[config.mk]
export PLATFORM = sky130hd
export DESIGN_NAME = addsub_flag_unit
export DESIGN_NICKNAME = d
export VERILOG_FILES = /design/src/rtl/addsub_pkg.sv /design/src/rtl/rstgen_sync.sv /design/src/rtl/fa_cell.sv /design/src/rtl/ripple_chain.sv /design/src/rtl/op_decode.sv /design/src/rtl/flag_gen.sv /design/src/rtl/addsub_flag_unit.sv
export SDC_FILE = /design/constraint.sdc
export NUM_CORES = 1
export LEC_CHECK = 0
export BUFFER_PORTS_ARGS = -buffer_cell sky130_fd_sc_hd__buf_2
export CAP_MARGIN = 15
export CELL_PAD_IN_SITES_DETAIL_PLACEMENT = 1
export CELL_PAD_IN_SITES_GLOBAL_PLACEMENT = 1
export CORE_MARGIN = 1
export CORE_UTILIZATION = 32
export DETAILED_ROUTE_END_ITERATION = 8
export PLACE_DENSITY = 0.78
export REMOVE_ABC_BUFFERS = 1
export SYNTH_ARGS = -nofsm -noshare
export SYNTH_HDL_FRONTEND = slang
export SYNTH_HIERARCHICAL = 1
export SYNTH_SLANG_ARGS = --single-unit
export TNS_END_PERCENT = 5
[constraint.sdc]
create_clock -name clk -period 1.1 [get_ports clk]
set_clock_uncertainty 0.05 [all_clocks]
set_input_delay 0.055 -clock clk [delete_from_list [all_inputs] [get_ports clk]]
set_output_delay 0.055 -clock clk [all_outputs]
set_load 0.1 [all_outputs]
[src/rtl/addsub_pkg.sv]
package addsub_pkg;

  localparam logic [2:0] OP_ADD = 3'd0;
  localparam logic [2:0] OP_ADC = 3'd1;
  localparam logic [2:0] OP_SUB = 3'd2;
  localparam logic [2:0] OP_SBB = 3'd3;
  localparam logic [2:0] OP_CMP = 3'd4;

  typedef struct packed {
    logic carry;
    logic aux;
    logic sign;
    logic zero;
    logic parity;
    logic ovf;
    logic lt;
  } flags_t;

  typedef struct packed {
    logic invert_b;       // feed ~B into the adder
    logic cin_from_flag;  // carry input taken from stored carry flag
    logic cin_const;      // carry input when not taken from the flag
    logic is_sub;         // subtract class: borrow convention on carries
    logic wr_result;
    logic wr_flags;
  } ctrl_t;

endpackage

[src/rtl/rstgen_sync.sv]
module rstgen_sync #(
  parameter int STAGES = 2
) (
  input  logic clk,
  input  logic rst_n,
  output logic rst_core_n
);
  logic [STAGES-1:0] shreg_q;

  always_ff @(posedge clk or negedge rst_n) begin
    if (!rst_n) shreg_q <= '0;
    else        shreg_q <= {shreg_q[STAGES-2:0], 1'b1};
  end

  assign rst_core_n = shreg_q[STAGES-1];
endmodule

[src/rtl/fa_cell.sv]
module fa_cell (
  input  logic a,
  input  logic b,
  input  logic ci,
  output logic s,
  output logic co
);
  assign s  = a ^ b ^ ci;
  assign co = (a & b) | (ci & (a ^ b));
endmodule

[src/rtl/ripple_chain.sv]
module ripple_chain #(
  parameter int W = 8
) (
  input  logic [W-1:0] a,
  input  logic [W-1:0] b,
  input  logic         cin,
  output logic [W-1:0] sum,
  output logic [W-1:0] cout   // cout[i] = carry out of bit i
);
  logic [W:0] chain;

  assign chain[0] = cin;

  for (genvar i = 0; i < W; i++) begin : g_bit
    fa_cell u_fa (
      .a  (a[i]),
      .b  (b[i]),
      .ci (chain[i]),
      .s  (sum[i]),
      .co (chain[i+1])
    );
  end

  assign cout = chain[W:1];
endmodule

[src/rtl/op_decode.sv]
module op_decode
  import addsub_pkg::*;
(
  input  logic       op_valid,
  input  logic [2:0] op_sel,
  output ctrl_t      ctrl
);
  ctrl_t base;

  always_comb begin
    base = '0;
    unique case (op_sel)
      OP_ADD: begin
        base.wr_result = 1'b1;
        base.wr_flags  = 1'b1;
      end
      OP_ADC: begin
        base.cin_from_flag = 1'b1;
        base.wr_result     = 1'b1;
        base.wr_flags      = 1'b1;
      end
      OP_SUB: begin
        base.invert_b  = 1'b1;
        base.cin_const = 1'b1;
        base.is_sub    = 1'b1;
        base.wr_result = 1'b1;
        base.wr_flags  = 1'b1;
      end
      OP_SBB: begin
        base.invert_b      = 1'b1;
        base.cin_from_flag = 1'b1;
        base.is_sub        = 1'b1;
        base.wr_result     = 1'b1;
        base.wr_flags      = 1'b1;
      end
      OP_CMP: begin
        base.invert_b  = 1'b1;
        base.cin_const = 1'b1;
        base.is_sub    = 1'b1;
        base.wr_flags  = 1'b1;
      end
      default: base = '0;
    endcase
  end

  always_comb begin
    ctrl = base;
    ctrl.wr_result = base.wr_result & op_valid;
    ctrl.wr_flags  = base.wr_flags  & op_valid;
  end
endmodule

[src/rtl/flag_gen.sv]
module flag_gen
  import addsub_pkg::*;
#(
  parameter int W = 8
) (
  input  logic [W-1:0] sum,
  input  logic [W-1:0] cout,
  input  logic         is_sub,
  output flags_t       nxt
);
  localparam int NIB_TOP = W / 2 - 1;

  logic ovf;

  assign ovf = cout[W-1] ^ cout[W-2];

  always_comb begin
    nxt.carry  = cout[W-1] ^ is_sub;
    nxt.aux    = cout[NIB_TOP] ^ is_sub;
    nxt.sign   = sum[W-1];
    nxt.zero   = ~|sum;
    nxt.parity = ~^sum;
    nxt.ovf    = ovf;
    nxt.lt     = sum[W-1] ^ ovf;
  end
endmodule

[src/rtl/addsub_flag_unit.sv]
module addsub_flag_unit
  import addsub_pkg::*;
#(
  parameter int W          = 8,
  parameter int RST_STAGES = 2
) (
  input  logic         clk,
  input  logic         rst_n,
  input  logic         op_valid,
  input  logic [2:0]   op_sel,
  input  logic [W-1:0] opnd_a,
  input  logic [W-1:0] opnd_b,
  output logic [W-1:0] result,
  output logic         flag_carry,
  output logic         flag_aux,
  output logic         flag_sign,
  output logic         flag_zero,
  output logic         flag_parity,
  output logic         flag_ovf,
  output logic         less_than
);
  logic         rst_core_n;
  ctrl_t        ctrl;
  logic [W-1:0] b_eff;
  logic         cin;
  logic [W-1:0] sum;
  logic [W-1:0] cout;
  flags_t       flg_nxt;

  logic [W-1:0] res_q, res_d;
  flags_t       flg_q, flg_d;

  rstgen_sync #(.STAGES(RST_STAGES)) u_rst (
    .clk        (clk),
    .rst_n      (rst_n),
    .rst_core_n (rst_core_n)
  );

  op_decode u_dec (
    .op_valid (op_valid),
    .op_sel   (op_sel),
    .ctrl     (ctrl)
  );

  // operand conditioning: subtract class adds the one's complement of B
  assign b_eff = ctrl.invert_b ? ~opnd_b : opnd_b;
  // stored borrow becomes an inverted carry for subtract with borrow
  assign cin   = ctrl.cin_from_flag ? (flg_q.carry ^ ctrl.is_sub) : ctrl.cin_const;

  ripple_chain #(.W(W)) u_add (
    .a    (opnd_a),
    .b    (b_eff),
    .cin  (cin),
    .sum  (sum),
    .cout (cout)
  );

  flag_gen #(.W(W)) u_flg (
    .sum    (sum),
    .cout   (cout),
    .is_sub (ctrl.is_sub),
    .nxt    (flg_nxt)
  );

  always_comb begin
    res_d = res_q;
    flg_d = flg_q;
    if (ctrl.wr_result) res_d = sum;
    if (ctrl.wr_flags)  flg_d = flg_nxt;
  end

  always_ff @(posedge clk or negedge rst_core_n) begin
    if (!rst_core_n) begin
      res_q <= '0;
      flg_q <= '0;
    end else begin
      res_q <= res_d;
      flg_q <= flg_d;
    end
  end

  assign result      = res_q;
  assign flag_carry  = flg_q.carry;
  assign flag_aux    = flg_q.aux;
  assign flag_sign   = flg_q.sign;
  assign flag_zero   = flg_q.zero;
  assign flag_parity = flg_q.parity;
  assign flag_ovf    = flg_q.ovf;
  assign less_than   = flg_q.lt;
endmodule

# After elaboration in Yosys (flattened, before gate mapping)
# Index checks and enable logic that the tools add are counted.
[totals]
word_cells = 77
regBits = 17
inputBits = 22
[classes]
n_reduce_logical = 9
bitwise_logic = 48
n_eq_ne = 4
mux = 7
[op_table]
columns = ["operator", "n"]
rows = [
  ["1-bit bitwise XOR", 21],
  ["1-bit AND", 18],
  ["8-bit 2-to-1 mux", 1],
  ["8-bit inverter", 1],
  ["1-bit bitwise OR", 8],
  ["8-bit OR reduction", 1],
  ["8-bit XNOR reduction", 1],
  ["3-bit by 2-bit equality test with 1-bit output (second input constant)", 2],
  ["1-bit 2-to-1 mux", 6],
  ["5-bit OR reduction", 1],
  ["2-bit OR reduction", 2],
  ["4-bit OR reduction", 1],
  ["3-bit by 1-bit equality test with 1-bit output (second input constant)", 1],
  ["3-bit equality test (second input constant)", 1],
  ["3-bit zero test", 1],
  ["3-bit OR reduction", 1],
  ["1-bit zero test", 1],
]

# Depth between registers and ports, before layout
# Gate-level depths: netlist of run 1.
[depth]
word_depth = 23
depth_mapped = 18

# Cells and area by module
# The synthesis of run 1 kept the hierarchy.
[by_module_without_submodules]
columns = ["module", "seq_area_each_um2", "instances", "area_each_um2", "cells_per_inst"]
rows = [
  ["addsub_flag_unit", 375.4, 1, 718.2, 44],
  ["flag_gen", 0.0, 1, 172.7, 22],
  ["fa_cell", 0.0, 8, 20.0, 1],
  ["op_decode", 0.0, 1, 58.8, 9],
  ["rstgen_sync", 50.0, 1, 53.8, 3],
]

# Worst setup path before layout of run 1
# Ideal clock, no wire load.
[synth_path]
kind = "reg-to-reg"
startpoint = "register flg_q, in the netlist flag_carry"
endpoint = "register flg_q, in the netlist flag_parity"
stages_incl_launch_ff = 16
arrival_ps = 5361
setup_time_ps = 126
required_ps = 924
period_less_slack_ps = 5537
path_buffers = 0
setup_slack_ps = -4437
path_cell_list = "dfrtp_1 -> xnor2_1 -> a21oi_1 -> fa_1 -> fa_1 -> fa_1 -> fa_1 -> fa_1 -> fa_1 -> fa_1 -> fa_1 -> inv_1 -> ha_1 -> xnor2_1 -> xnor2_1 -> mux2_4"
[synth_rtl]
columns = ["element", "line_no", "rtl"]
rows = [
  ["start: declaration", "addsub_flag_unit.sv:31", "flags_t flg_q, flg_d;"],
  ["start signal: assignment", "addsub_flag_unit.sv:78", "flg_q <= flg_d;"],
]

==> results of run 1 <==
placed cells by master (no fill, tap or decap), drive strengths merged:
cell,instances
a21oi,1
and2,1
and4,1
buf,51
clkbuf,3
clkinv,1
conb,1
dfrtp,17
dlygate4sd3,2
fa,8
ha,4
inv,8
mux2,16
nor2,3
nor2b,2
o21ai,1
xnor2,6
xor2,11
layout make-up:
cell class / instances / share of cell area [%]
clock inverters: 1 / 0.280
flip-flops and latches: 17 / 23.8
multi-input cells: 55 / 38.8
repair buffers: 53 / 31.0
well taps: 46 / 3.22
inverters: 8 / 1.68
clock buffers: 3 / 1.26
what timing repair did:
action / CTS / global route
setup buffers: 1 / 1
gates resized for setup: 10 / 1
endpoints found under the hold margin: 2 / 0
setup endpoints to repair: 16 / 16
hold buffers: 2 / 0
pin swaps: 3 / 0
registers in the layout, indices dropped and copies added, names as in the netlist:
signal	count
flag_zero	1
result	8
less_than	1
flag_ovf	1
u_rst/shreg_q	2
flag_sign	1
flag_carry	1
flag_aux	1
flag_parity	1
worst paths after layout:
check / startpoint / endpoint / slack (ns)
setup reg to reg: flag_carry / flag_parity / -3.61
setup / recovery: flag_carry / flag_parity / -3.61
hold / removal: u_rst/shreg_q[1] / result[5] / 0.13
min in group clk: opnd_a[2] / result[2] / 0.17
hold reg to reg: u_rst/shreg_q[1] / result[5] / 0.13
max in group asynchronous: rst_n / u_rst/shreg_q[0] / 0.32
stage by stage:
| step | utilization [%] | setup TNS [ns] | std cells | area (sq um) | total power, mW |
|---|---|---|---|---|---|
| 6_report | 52.3 | -35.64 | 183 | 1790 | 5.54 |
| 5_1_grt | 52.3 | -37.25 | 183 | 1790 | 5.79 |
| 4_1_cts | 52.0 | -36.40 | 182 | 1780 | 5.57 |
| 3_5_place_dp | 49.3 | -42.33 | 175 | 1680 | 5.07 |
| 3_3_place_gp | 49.3 | -40.69 | 175 | 1680 | 4.98 |
| 2_1_floorplan | - | -45.46 | 80 | 1110 | 3.61 |
routing by layer:
| metal | vias up | wire length (microns) |
|---|---|---|
| met5 | - | 0 |
| met4 | 0 | 35 |
| met3 | 5 | 99 |
| met2 | 20 | 1430 |
| met1 | 399 | 971 |
| li1 | 369 | - |
critical path: cells and delay by family, from the launching register on:
family | cells | cell delay (ns)
muxes | 1 | 0.25
xor gates and xnor gates | 3 | 0.38
buffers and inverters | 1 | 0.07
AOI/OAI and AO/OA | 1 | 0.10
adders and majority gates | 9 | 3.32
DFF | 1 | 0.42
power by group:
| part | internal [mW] | switching, mW |
|---|---|---|
| combinational | 1.75 | 2.31 |
| sequential | 0.855 | 0.260 |
| clock | 0.136 | 0.226 |
cells by family after synthesis:
kind of cell             Yosys count  share of synthesized area, %
buffers and inverters             14                          7.10
multiplexers                      16                          20.3
flip-flops                        17                          36.6
other                              1                         0.322
XOR/XNOR                          17                          13.4
AND/OR/NAND/NOR                    7                          3.33
adder cells (fa/ha/maj)           12                          18.1
AO/OA/AOI/OAI                      2                         0.859
==> flow_summary.json, run 1 <==
{
  "ys_ff_latch": 17,
  "die_area_sq_um": 3880,
  "antenna_left": 0,
  "syn_area_sq_um": 1160,
  "grt.overflow.total": 0,
  "peakVddDrop_v": 0.00164,
  "critPathMostFrequentCell": "fa_2",
  "path_clk_slew_ns": 0.11,
  "slew_violations": 0,
  "fillers": 367,
  "clk_latency_ns": 0.31,
  "ys_types": 18,
  "placementRows": 21,
  "antenna_cells": 0,
  "end_kind": "flip-flop",
  "slowest_stage": "fa_1",
  "drc": 0,
  "htree_levels": 1,
  "multi_input_area_sq_um": 693,
  "min_path_type": "flip-flop to async pin",
  "track_usage_pct": 14.9,
  "timing.final.crit_share_pct": 428,
  "drive_above_1_share_pct": 59.9,
  "nets": 172,
  "synth-main-ff-cell": "dfrtp_1",
  "first_pass_iters": 3,
  "hold_slack_ns": 0.133,
  "cp-start-kind": "flip-flop",
  "r2r_cells": 15,
  "finalWirelength_microns": 2530,
  "synthTopCellsByCount": "dfrtp_1 (17), mux2_4 (15), xor2_1 (10), fa_1 (8), inv_1 (8)",
  "synth-edff-count": 0,
  "use_met1_pct": 15.8,
  "initial_core_util_pct": 34.1,
  "finalSetupViolCount": 16,
  "rsz0062_at_grt": "true",
  "regArea_sq_um": 425,
  "pwr_density_cell_nw_per_um2": 3100,
  "hold_viol": 0,
  "pin_count": 37,
  "dpl_worst_slack_ns": -4.23,
  "use_met3_pct": 4.41,
  "vias": 793,
  "fin_ws_ns": -3.61,
  "cts_tree": "built",
  "busiest_layer": "met2",
  "p_leak_nw": 0.864,
  "root_buffer": "clkbuf_4",
  "drt-initial-drc-count": 9,
  "cts_buffers": 3,
  "crit_path_max_incr_delay_ns": 0.53,
  "cts_sinks": 17,
  "cp.required_ns": 1.25,
  "cp.arrival_ns": 4.85,
  "ys_warn_count": 6,
  "grt_pass1_vias": 917,
  "clock_tree.buffer_depth": 2,
  "yosysMostFrequentCell": "dfrtp_1",
  "path_class": "flip-flop to flip-flop",
  "die_y_microns": 62.3,
  "synth_area_per_cell_sq_um": 13.5,
  "max_freq_ghz": 0.213,
  "violations": "negative setup slack",
  "wire_per_inst_microns": 13.8,
  "synth_top_cell_by_area": "dfrtp_1",
  "hpwl_microns": 2130,
  "synth-async-reset-ratio_pct": 100,
  "min_period_ns": 4.71,
  "grt_pass1_wl_microns": 4280,
  "grt_util_met2_pct": 27.7,
  "path_cells": "xnor2_1 -> a21oi_1 -> fa_2 -> fa_2 -> fa_2 -> fa_2 -> fa_2 -> fa_2 -> fa_2 -> fa_1 -> inv_2 -> ha_4 -> xnor2_2 -> xnor2_1 -> mux2_4",
  "core_sq_um": 3420,
  "antenna_found_initial": 0,
  "netlist_top_cells_area": "dfrtp_1 (37%), mux2_4 (19%), fa_1 (14%), xor2_1 (7.5%), xnor2_1 (4.5%)",
  "netlist.area_leader.share_pct": 36.6,
  "io_buffers": 36,
  "syn2layout_area_growth_pct": 53.7,
  "cp_max_fo": 2,
  "status": "complete, but fails checks",
  "max_cap_viol_count": 0,
  "netlist_instances": 86,
  "via_per_inst": 4.33,
  "place_congestion": 0.742,
  "grt_max_degree": 16,
  "chipWidth_microns": 62.3,
  "seq_area_frac_synth_pct": 36.6
}
No activity file was read; power rests on OpenSTA's default activity.
==> run 2, diff against run 1 <==
--- a/config.mk
+++ b/config.mk
@@ -5,14 +5,14 @@
 export SDC_FILE = /design/constraint.sdc
 export NUM_CORES = 1
 export LEC_CHECK = 0
-export BUFFER_PORTS_ARGS = -buffer_cell sky130_fd_sc_hd__buf_2
 export CAP_MARGIN = 15
 export CELL_PAD_IN_SITES_DETAIL_PLACEMENT = 1
 export CELL_PAD_IN_SITES_GLOBAL_PLACEMENT = 1
 export CORE_MARGIN = 1
 export CORE_UTILIZATION = 32
 export DETAILED_ROUTE_END_ITERATION = 8
-export PLACE_DENSITY = 0.78
+export DONT_BUFFER_PORTS = 1
+export PLACE_DENSITY = 0.54
 export REMOVE_ABC_BUFFERS = 1
 export SYNTH_ARGS = -nofsm -noshare
 export SYNTH_HDL_FRONTEND = slang
==> run 2 against run 1 <==
  * The flow still finishes with violations (negative setup slack)
  * Clock-buffer cell count stayed put
  * Flip-flop and latch count stayed put
  * Cell area is 12% lower
  * Routed wire length is 10% lower
  * Critical endpoint unchanged
  * Highest routed layer unchanged
==> flow_summary.json, run 2 (synthesis results as in run 1) <==
{
  "grt.overflow.total": 0,
  "hpwl_microns": 1850,
  "track_usage_pct": 13.3,
  "min_path_type": "input pin to flip-flop",
  "drive_above_1_share_pct": 55.2,
  "drc": 0,
  "fin_cells": 162,
  "first_pass_iters": 2,
  "htree_levels": 1,
  "path_buf_inv": 1,
  "holdPathStages": 2,
  "crit_family": "adder cells",
  "cp-start-kind": "flip-flop",
  "place_congestion": 0.677,
  "finalWirelength_microns": 2270,
  "multi_input_area_sq_um": 707,
  "clk_latency_ns": 0.30,
  "cts_buffers": 3,
  "root_buffer": "clkbuf_4",
  "max_cap_viol_count": 0,
  "finalSetupViolCount": 16,
  "placementRows": 21,
  "cp.required_ns": 1.24,
  "drt-initial-drc-count": 6,
  "cp_max_fo": 2,
  "hold_slack_ns": 0.0632,
  "largest_reg_flops": 8,
  "antenna_found_initial": 0,
  "slew_violations": 0,
  "pin_count": 37,
  "timing.final.crit_share_pct": 432,
  "io_buffers": 0,
  "grt_pass1_vias": 812,
  "regArea_sq_um": 425,
  "max_freq_ghz": 0.210,
  "r2r_cells": 15,
  "wire_per_inst_microns": 14.0,
  "status": "complete, but fails checks",
  "min_period_ns": 4.75,
  "fillers": 356,
  "via_per_inst": 4.39,
  "rsz0062_at_grt": "true",
  "cts_tree": "built",
  "grt_pass1_wl_microns": 3880,
  "die_area_sq_um": 3880,
  "cp.arrival_ns": 4.90,
  "layout_common_cells": "dfrtp_1 (17), mux2_4 (15), buf_6 (15), buf_4 (13), xor2_1 (10)",
  "clock_tree.buffer_depth": 2,
  "end_kind": "flip-flop",
  "placed_cells": 152,
  "initial_core_util_pct": 34.1,
  "cp.depth": 15,
  "path_class": "flip-flop to flip-flop",
  "grt_max_degree": 16,
  "fin_ws_ns": -3.65,
  "nets": 151,
  "crit_path_max_incr_delay_ns": 0.60,
  "hold_viol": 0,
  "die_y_microns": 62.3,
  "path_cells": "xnor2_2 -> a21oi_2 -> fa_2 -> fa_2 -> fa_2 -> fa_2 -> fa_2 -> fa_2 -> fa_2 -> fa_2 -> inv_2 -> ha_4 -> xnor2_2 -> xnor2_1 -> mux2_4",
  "antenna_cells": 0,
  "slowest_stage": "fa_2",
  "path_clk_slew_ns": 0.10,
  "critPathMostFrequentCell": "fa_2",
  "violations": "negative setup slack",
  "core_sq_um": 3420,
  "cts_sinks": 17,
  "rrSetupSlack_ns": -3.65,
  "antenna_left": 0,
  "vias": 711,
  "chipWidth_microns": 62.3,
  "final_common_cell": "dfrtp_1",
  "syn2layout_area_growth_pct": 35.3
}
[run 2: final timing paths]
kind,end,from
setup / recovery,flag_parity,flag_carry
hold / removal,result[4],opnd_a[4]
setup reg to reg,flag_parity,flag_carry
hold reg to reg,result[5],u_rst/shreg_q[1]
max in group asynchronous,u_rst/shreg_q[0],rst_n
min in group asynchronous,result[5],u_rst/shreg_q[1]
[run 2: layer usage]
layer,wire [microns],vias to the layer above,global-route usage [%]
met3,108,5,3.31
met4,41,0,6.10
met5,0,-,0
li1,-,326,-
met2,1210,21,24.2
met1,910,359,14.4
[run 2: worst reg2reg max path: cells and delay by family (launching register included)]
kind / cells / cell delay, ns
muxes: 1 / 0.25
xor gates and xnor gates: 3 / 0.42
buffers and inverters: 1 / 0.06
adders and majority gates: 9 / 3.33
AOI/OAI and AO/OA: 1 / 0.09
DFF: 1 / 0.43
[run 2: final cells by class]
type                    instances  area share (%)
clock inverters                 1           0.318
well taps                      46            3.66
inverters                       8            1.91
clock buffers                   3            1.43
multi-input cells              55            44.9
repair buffers                 32            20.7
flip-flops and latches         17            27.0
[run 2: per-stage QoR]
step | instance area, sq um | setup slack [ns] | setup TNS, ns | util [%]
floorplan | 1110 | -4.44 | -45.46 | -
global placement | 1380 | -3.97 | -39.54 | 40.3
detailed placement | 1380 | -4.14 | -40.87 | 40.3
CTS | 1500 | -3.78 | -37.93 | 43.9
global route | 1570 | -3.79 | -37.43 | 46.1
finish | 1570 | -3.65 | -36.06 | 46.1
[run 2: timing repair]
item | 4_1_cts | 5_1_grt
hold endpoints to repair | 2 | 0
hold buffers | 2 | 0
setup endpoints to repair | 16 | 28
pin swaps | 5 | 6
buffers inserted | 2 | 2
resized for setup | 14 | 17
Power of run 2 is left out: the tool's default activity adds up to more than one toggle a clock period on the data nets, which glitch-free logic cannot reach.
